==> config.mk <==
export PLATFORM = sky130hd
export DESIGN_NAME = adcm_unit
export DESIGN_NICKNAME = d
export VERILOG_FILES = /design/src/rtl/adcm_pkg.sv /design/src/rtl/adcm_decode.sv /design/src/rtl/adcm_agen.sv /design/src/rtl/adcm_adder.sv /design/src/rtl/adcm_unit.sv
export SDC_FILE = /design/constraint.sdc
export NUM_CORES = 1
export LEC_CHECK = 0
export ABC_AREA = 1
export BUFFER_PORTS_ARGS = -buffer_cell sky130_fd_sc_hd__buf_2
export CORE_ASPECT_RATIO = 1.5
export CORE_MARGIN = 10
export CORE_UTILIZATION = 38
export CTS_BUF_LIST = sky130_fd_sc_hd__clkbuf_4
export DETAILED_ROUTE_END_ITERATION = 12
export GPL_ROUTABILITY_DRIVEN = 0
export PLACE_DENSITY = 0.72
export SLEW_MARGIN = 20
export SYNTH_ARGS = -nofsm -noshare
export SYNTH_HDL_FRONTEND = slang
export SYNTH_SLANG_ARGS = --single-unit
==> constraint.sdc <==
create_clock -name clk -period 2.05 [get_ports clk]
set_input_delay 0.1025 -clock clk [delete_from_list [all_inputs] [get_ports clk]]
set_output_delay 0.1025 -clock clk [all_outputs]
set_load 0.005 [all_outputs]
==> src/rtl/adcm_pkg.sv <==
package adcm_pkg;

    // Low opcode field positions; the decoder and the bench depend on them.
    localparam int unsigned LOW_W    = 3;
    localparam int unsigned BIT_SRC  = 2;
    localparam int unsigned BIT_IDX  = 1;
    localparam int unsigned BIT_STEP = 0;

    typedef enum logic {
        PH_IDLE  = 1'b0,
        PH_WRITE = 1'b1
    } adcm_phase_e;

    typedef struct packed {
        logic valid;
        logic src_b;
        logic idx_y;
        logic step;
    } adcm_op_t;

endpackage

==> src/rtl/adcm_decode.sv <==
module adcm_decode
    import adcm_pkg::*;
#(
    parameter int unsigned OPC_W = 13,
    parameter logic [OPC_W-LOW_W-1:0] FAMILY = 10'h33D
) (
    input  logic [OPC_W-1:0] instr,
    output adcm_op_t         op
);
    localparam int unsigned HI_W = OPC_W - LOW_W;

    logic [HI_W-1:0] hi_field;

    always_comb begin
        hi_field = instr[OPC_W-1:LOW_W];
        op.valid = (hi_field == FAMILY);
        op.src_b = instr[BIT_SRC];
        op.idx_y = instr[BIT_IDX];
        op.step  = instr[BIT_STEP];
    end

endmodule

==> src/rtl/adcm_agen.sv <==
module adcm_agen #(
    parameter int unsigned ADDR_W = 16,
    parameter int unsigned IMM_W  = 8
) (
    input  logic              idx_y,
    input  logic              step,
    input  logic              ext_pend,
    input  logic [IMM_W-1:0]  ext_imm,
    input  logic [ADDR_W-1:0] x_val,
    input  logic [ADDR_W-1:0] y_val,
    output logic [ADDR_W-1:0] addr
);
    logic [ADDR_W-1:0] idx_addr;
    logic [ADDR_W-1:0] page_addr;
    logic              use_page;

    generate
        if (IMM_W < ADDR_W) begin : g_paged
            localparam int unsigned PAGE_W = ADDR_W - IMM_W;
            always_comb begin
                page_addr = {{PAGE_W{idx_y}}, ext_imm};
            end
        end else begin : g_flat
            always_comb begin
                page_addr = ext_imm[ADDR_W-1:0];
            end
        end
    endgenerate

    always_comb begin
        idx_addr = idx_y ? y_val : x_val;
        use_page = ext_pend && !step;
        addr     = use_page ? page_addr : idx_addr;
    end

endmodule

==> src/rtl/adcm_adder.sv <==
module adcm_adder #(
    parameter int unsigned W = 4
) (
    input  logic [W-1:0] lhs,
    input  logic [W-1:0] rhs,
    input  logic         cin,
    output logic [W-1:0] sum,
    output logic         cout,
    output logic         zero
);
    logic [W:0] chain;

    assign chain[0] = cin;

    generate
        for (genvar i = 0; i < W; i++) begin : g_bit
            logic prop;
            assign prop       = lhs[i] ^ rhs[i];
            assign sum[i]     = prop ^ chain[i];
            assign chain[i+1] = (lhs[i] & rhs[i]) | (prop & chain[i]);
        end
    endgenerate

    assign cout = chain[W];
    assign zero = (sum == '0);

endmodule

==> src/rtl/adcm_unit.sv <==
module adcm_unit
    import adcm_pkg::*;
#(
    parameter int unsigned DATA_W = 4,
    parameter int unsigned ADDR_W = 16,
    parameter int unsigned IMM_W  = 8,
    parameter int unsigned OPC_W  = 13,
    parameter logic [OPC_W-LOW_W-1:0] FAMILY = 10'h33D
) (
    input  logic              clk,
    input  logic              rst_n,
    input  logic              start,
    input  logic [OPC_W-1:0]  instr,
    input  logic              ext_load,
    input  logic [IMM_W-1:0]  ext_imm,
    input  logic [DATA_W-1:0] a_val,
    input  logic [DATA_W-1:0] b_val,
    input  logic [ADDR_W-1:0] x_val,
    input  logic [ADDR_W-1:0] y_val,
    input  logic              c_val,
    output logic [ADDR_W-1:0] mem_addr,
    output logic              mem_re,
    output logic              mem_we,
    output logic [DATA_W-1:0] mem_wdata,
    input  logic [DATA_W-1:0] mem_rdata,
    output logic              done,
    output logic              flag_we,
    output logic              c_new,
    output logic              z_new,
    output logic              idx_we,
    output logic              idx_sel,
    output logic [ADDR_W-1:0] idx_new
);
    localparam logic [ADDR_W-1:0] ONE = {{(ADDR_W-1){1'b0}}, 1'b1};

    typedef struct packed {
        adcm_phase_e       phase;
        logic [ADDR_W-1:0] addr;
        logic [DATA_W-1:0] opnd;
        logic              cin;
        logic              step;
        logic              idx_y;
        logic              ext_pend;
        logic [IMM_W-1:0]  ext_imm;
    } st_t;

    st_t st_d, st_q;

    adcm_op_t          op;
    logic [ADDR_W-1:0] rd_addr;
    logic [DATA_W-1:0] sum;
    logic              sum_c;
    logic              sum_z;
    logic              accept;
    logic              go;
    logic              in_wr;

    adcm_decode #(
        .OPC_W  (OPC_W),
        .FAMILY (FAMILY)
    ) u_decode (
        .instr (instr),
        .op    (op)
    );

    adcm_agen #(
        .ADDR_W (ADDR_W),
        .IMM_W  (IMM_W)
    ) u_agen (
        .idx_y    (op.idx_y),
        .step     (op.step),
        .ext_pend (st_q.ext_pend),
        .ext_imm  (st_q.ext_imm),
        .x_val    (x_val),
        .y_val    (y_val),
        .addr     (rd_addr)
    );

    adcm_adder #(
        .W (DATA_W)
    ) u_adder (
        .lhs  (mem_rdata),
        .rhs  (st_q.opnd),
        .cin  (st_q.cin),
        .sum  (sum),
        .cout (sum_c),
        .zero (sum_z)
    );

    always_comb begin
        in_wr  = (st_q.phase == PH_WRITE);
        accept = start && !in_wr;
        go     = accept && op.valid;

        st_d = st_q;
        if (in_wr) begin
            st_d.phase = PH_IDLE;
        end
        if (accept) begin
            st_d.ext_pend = 1'b0;
        end
        if (go) begin
            st_d.phase = PH_WRITE;
            st_d.addr  = rd_addr;
            st_d.opnd  = op.src_b ? b_val : a_val;
            st_d.cin   = c_val;
            st_d.step  = op.step;
            st_d.idx_y = op.idx_y;
        end
        if (ext_load) begin
            st_d.ext_pend = 1'b1;
            st_d.ext_imm  = ext_imm;
        end

        mem_re    = go;
        mem_we    = in_wr;
        mem_addr  = in_wr ? st_q.addr : rd_addr;
        mem_wdata = sum;
        done      = in_wr;
        flag_we   = in_wr;
        c_new     = sum_c;
        z_new     = sum_z;
        idx_we    = in_wr && st_q.step;
        idx_sel   = st_q.idx_y;
        idx_new   = st_q.addr + ONE;
    end

    always_ff @(posedge clk) begin
        if (!rst_n) begin
            st_q <= '0;
        end else begin
            st_q <= st_d;
        end
    end

    AST_WRITE_AFTER_READ: assert property (@(posedge clk) disable iff (!rst_n) mem_we |-> $past(mem_re)) else $error("write without read");
    AST_READ_THEN_DONE: assert property (@(posedge clk) disable iff (!rst_n) mem_re |=> done) else $error("read not followed by done");
    AST_WADDR_HELD: assert property (@(posedge clk) disable iff (!rst_n) mem_we |-> (mem_addr == $past(mem_addr))) else $error("write address moved");
    AST_DONE_SINGLE: assert property (@(posedge clk) disable iff (!rst_n) done |=> !done) else $error("done longer than one cycle");
    AST_IDX_STEP: assert property (@(posedge clk) disable iff (!rst_n) idx_we |-> (idx_new == ADDR_W'($past(mem_addr) + ONE))) else $error("index step wrong");
    AST_NO_READ_IN_WRITE: assert property (@(posedge clk) disable iff (!rst_n) mem_we |-> !mem_re) else $error("read during write cycle");

endmodule

### Word level (Yosys, flattened, before mapping)

Index checks and enable logic that the tools add are counted.

| word-level totals | value |
|---|---|
| bits in registers | 33 |
| input port bits | 70 |
| output and inout port bits | 44 |
| word-level logic and storage cells | 45 |

| cells by class | value |
|---|---|
| $add $sub $neg | 1 |
| equal/unequal tests | 1 |
| multiplexer cells | 7 |
| bitwise operators | 20 |
| reduce and logical (&&, ||, !) cells | 8 |

Operators with widths:

| kind | number |
|---|---|
| $mux W16 | 3 |
| $mux W24 | 1 |
| $add A16 B1 Y16 const B | 1 |
| $eq A10 B10 Y1 const B | 1 |
| $mux W9 | 1 |
| $and A1 B1 Y1 | 8 |
| $xor A1 B1 Y1 | 8 |
| $logic_and A1 B1 Y1 | 4 |
| $logic_not A4 Y1 | 1 |
| $mux W4 | 1 |
| $or A1 B1 Y1 | 4 |
| $logic_not A1 Y1 | 2 |
| $reduce_bool A2 Y1 | 1 |
| $mux W1 | 1 |

### Depth between registers and ports, before layout

| depth | value |
|---|---|
| depth after elaboration | 9 |
| depth in mapped cells | 9 |
| depth with buffers taken out | 7 |

### By module

From an unflattened synthesis, not the netlist that was laid out.

| second synthesis, totals | value |
|---|---|
| cells, all modules | 392 |
| area, all modules | 2341.0 µm² |

Modules (own cells, without submodules):

| module | times used | cells each | area each (µm²) | sequential area each (µm²) |
|---|---|---|---|---|
| adcm_unit | 1 | 261 | 1700.4 | 660.6 |
| adcm_agen | 1 | 105 | 460.4 | 0.0 |
| adcm_adder | 1 | 15 | 121.4 | 0.0 |
| adcm_decode | 1 | 11 | 58.8 | 0.0 |

### Least setup slack after synthesis

Ideal clock, no wire load.

| path | value |
|---|---|
| path type | register to output |
| start point | reg st_q[12] (netlist name) |
| end point | out z_new |
| arrival time | 2.039 ns |
| data required time | 1.947 ns |
| slack | -0.092 ns |
| cell stages (with the launch flop) | 8 |
| path buffers | 0 |
| path through | dfxtp_1 fa_1 fa_1 fa_1 inv_1 fa_1 inv_1 nor4_1 |

| between the ends | value |
|---|---|
| cells in the longest elaborated chain, start to end | 9 |
| elaborated cells on any way between the ends | 13 |
| classes of those cells | bitwise: 12; reduce/logical: 1 |

Ends and longest elaborated chain:

| item | line | RTL |
|---|---|---|
| from (decl) | adcm_unit.sv:47 | `st_t st_d, st_q;` |
| from (signal assigned) | adcm_unit.sv:132 | `st_q <= st_d;` |
| $xor A1 B1 Y1 | adcm_adder.sv:18 | `assign prop = lhs[i] ^ rhs[i];` |
| $and A1 B1 Y1 | adcm_adder.sv:20 | `assign chain[i+1] = (lhs[i] & rhs[i]) \| (prop & chain[i]);` |
| $or A1 B1 Y1 * | adcm_adder.sv:20 |  |
| $and A1 B1 Y1 * | adcm_adder.sv:20 |  |
| $or A1 B1 Y1 * | adcm_adder.sv:20 |  |
| $and A1 B1 Y1 * | adcm_adder.sv:20 |  |
| $or A1 B1 Y1 * | adcm_adder.sv:20 |  |
| $xor A1 B1 Y1 * | adcm_adder.sv:19 | `assign sum[i] = prop ^ chain[i];` |
| net mem_wdata[3] | adcm_unit.sv:24 | `output logic [DATA_W-1:0] mem_wdata,` |
| $logic_not A4 Y1 * | adcm_adder.sv:25 | `assign zero = (sum == '0);` |
| to (decl) | adcm_unit.sv:29 | `output logic z_new,` |

Mark *: on every way through the listed nets, which the timed path passes. The rest lies on a longest branch.

### Worst setup path in the final report

| path | value |
|---|---|
| start point | reg st_q[12] (netlist name) |
| end point | out z_new |

| between the ends | value |
|---|---|
| cells in the longest elaborated chain, start to end | 9 |
| elaborated cells on any way between the ends | 13 |
| classes of those cells | bitwise: 12; reduce/logical: 1 |

Ends and longest elaborated chain:

| item | line |
|---|---|
| $xor A1 B1 Y1 | adcm_adder.sv:18 |
| $and A1 B1 Y1 | adcm_adder.sv:20 |
| $or A1 B1 Y1 | adcm_adder.sv:20 |
| $and A1 B1 Y1 | adcm_adder.sv:20 |
| $or A1 B1 Y1 | adcm_adder.sv:20 |
| $and A1 B1 Y1 | adcm_adder.sv:20 |
| $or A1 B1 Y1 | adcm_adder.sv:20 |
| $xor A1 B1 Y1 | adcm_adder.sv:19 |
| $logic_not A4 Y1 * | adcm_adder.sv:25 |

Mark *: on every way between the ends. The rest lies on a longest branch, timed or not.

==> out/qor.yml <==
outcome: "finished, violations left"
violations: "setup timing"
dr_total_vias: 2758
start_kind: "register"
drt-pass1-iter-count: 4
rrSetupSlack_ns: 0.59
avgViaCountPerCell: 4.68
worst_slack_ns: -0.459
die_area_sq_um: 9860
clk_latency_ns: 0.34
period_needed_ns: 2.51
synthArstFlopShare_pct: 0
finalSetupViolCount: 4
clk_pin_slew_ns: 0.11
yosys.area.top_type_share_pct: 27.9
synth.most_common_cell: "nand2_1"
numCtsBuffers: 5
placedCellCount: 580
synth.top_cells.by_count: "nand2_1, inv_1, nor2_1"
avgRoutedWirePerCell_um: 12.6
postRouteAntennaNets: 0
r2r_cells: 6
syn_inst: 410
finClkSkew_ns: 0.0109
grt_overflow: 0
finalNetCount: 589
diodes: 0
drc: 0
initial_utilization_pct: 38.9
post-cts-setup-buffers: 0
grt_pass1_vias: 2727
required_ns: 1.95
finalHoldViolCount: 0
routed_wl_um: 7400
fp-row-count: 35
antenna_found_initial: 0
finalMaxSlewViolations: 0
cts_tree: "yes"
h-tree-depth: 2
rsz0062_at_grt: "true"
crit_start: "st_q[12]"
synthFlopType: "dfxtp_1"
synth_area_leaders: "dfxtp_1, nand2_1, inv_1"
synth-seq-area-share_pct: 27.9
worstMarginPinSlew_ns: 0.579
place_hpwl_um: 6040
drive_gt1_share_pct: 26.0
r2r_end: "st_q[25]"
postPlaceCellArea_sq_um: 2930
die_h_um: 117
end_kind: "primary output"
synth_edf_count: 0
io_pins: 114
grt.total_usage_pct: 14.4
p_leak_nw: 1.85
synth_cell_types: 23
stdcell_area_sq_um: 3060
fmax_mhz: 399
syn_to_final_growth_pct: 29.2
yosys_warnings: 0
drv_cap: 0
grt_max_degree: 37
worstSetupEndpoint: "z_new"
numClockSinks: 33
root_buffer: "clkbuf_4"
synth_top_area_cell: "dfxtp_1"
ir_worst_vdd_uv: 408
coreArea_sq_um: 6090
criticalPathCategory: "register to primary output"
cts_buffer_depth: 2
r2r_start: "done"
instances_no_fill: 589
synthesis.nets: 485
yosys_register_bits: 33
slew_headroom_pct: 61.4
min_path_type: "primary input to register"
grt_pass1_wl_um: 11800
portBuffers: 113
crit_arrival_ns: 2.41
synth_area_sq_um: 2370
power.density_nw_per_um2: 507
period_share_pct: 122
syn_area_per_cell_sq_um: 5.78
path_max_fanout: 2
die_w_um: 84.5
drtIter0Drc: 175
flip-flops by register name, summed over array words and instances (netlist names):
signal,flops
st_q,31
done,1
idx_sel,1
area by class of cell:
type,instances,area [sq um]
Multi-Input combinational cell,299,1380
Tap cell,74,92.6
Inverter,59,221
Fill cell,669,3030
Timing Repair Buffer,116,597
Clock buffer,5,37.5
Clock inverter,3,68.8
Sequential cell,33,662
per-layer routing:
metal | track usage [%] | share of wire (%) | wire, um | up-vias
met2 | 27.4 | 53 | 3950 | 88
met1 | 14.4 | 38 | 2790 | 1207
met5 | 0 | 0 | 0 | -
met4 | 5.18 | 2.1 | 157 | 0
li1 | - | - | - | 1452
met3 | 4.19 | 6.7 | 499 | 11
where the power goes:
part / total (mW) / switching, mW / leakage [nW] / internal (mW)
Combinational: 0.264 / 0.146 / 1.53 / 0.118
Sequential: 0.657 / 0.00341 / 0.269 / 0.653
Clock: 0.632 / 0.248 / 0.0558 / 0.384
how the worst min path moves through the flow:
stage	start	to	slack, ns	cells past startpoint
finish	instr[0]	st_q[10]	0.03	3
global route	ext_imm[4]	st_q[4]	0.02	3
CTS	instr[0]	st_q[10]	0.02	3
detailed placement	c_val	st_q[11]	0.35	3
global placement	instr[0]	st_q[10]	0.35	3
floorplan	instr[0]	st_q[10]	0.24	2
critical path: stages (launching register included):
cell     delay (ns)
dfxtp_2        0.34
fa_2           0.35
fa_2           0.34
fa_2           0.34
inv_2          0.06
fa_1           0.39
inv_1          0.08
nor4_1         0.05
buf_2          0.12
cells by family after synthesis:
logic type,after synthesis,share of synthesized area [%]
and+or+nand+nor,241,41.8
buffers and inverters,78,14.1
AOI/OAI and AO/OA,46,9.72
DFF,33,27.9
xor gates and xnor gates,7,2.59
adders and majority gates,5,3.91
cell usage in the layout (no fill, tap or decap), types with 5 or more instances in the layout:
cell and instances:
nand2_1 151, nor2_1 53, o21ai_0 37, dfxtp_1 32, nor3_1 8, buf_2 112
nand3_1 19, nand4_1 5, xor2_1 7, inv_1 56, clkbuf_4 5, a21oi_1 9
per-stage QoR:
stage	util, %	hold WS (ns)	worst slack [ns]	TNS (ns)	total power, mW
3_3_place_gp	48.2	0.351	-0.115	-0.175	0.933
6_report	50.3	0.0268	-0.459	-1.06	1.55
5_1_grt	50.3	0.0250	-0.565	-1.41	1.64
2_1_floorplan	-	0.237	-0.00535	-0.00535	0.807
3_5_place_dp	48.2	0.354	-0.146	-0.234	0.937
4_1_cts	50.2	0.0186	-0.489	-1.17	1.57
timing repair:
| action | in CTS | in global routing |
|---|---|---|
| resized for setup | 3 | 1 |
| hold buffers | 1 | 0 |
| endpoints found under the setup margin | 4 | 4 |
| endpoints found under the hold margin | 1 | 0 |
No activity file was read; power rests on OpenSTA's default activity.
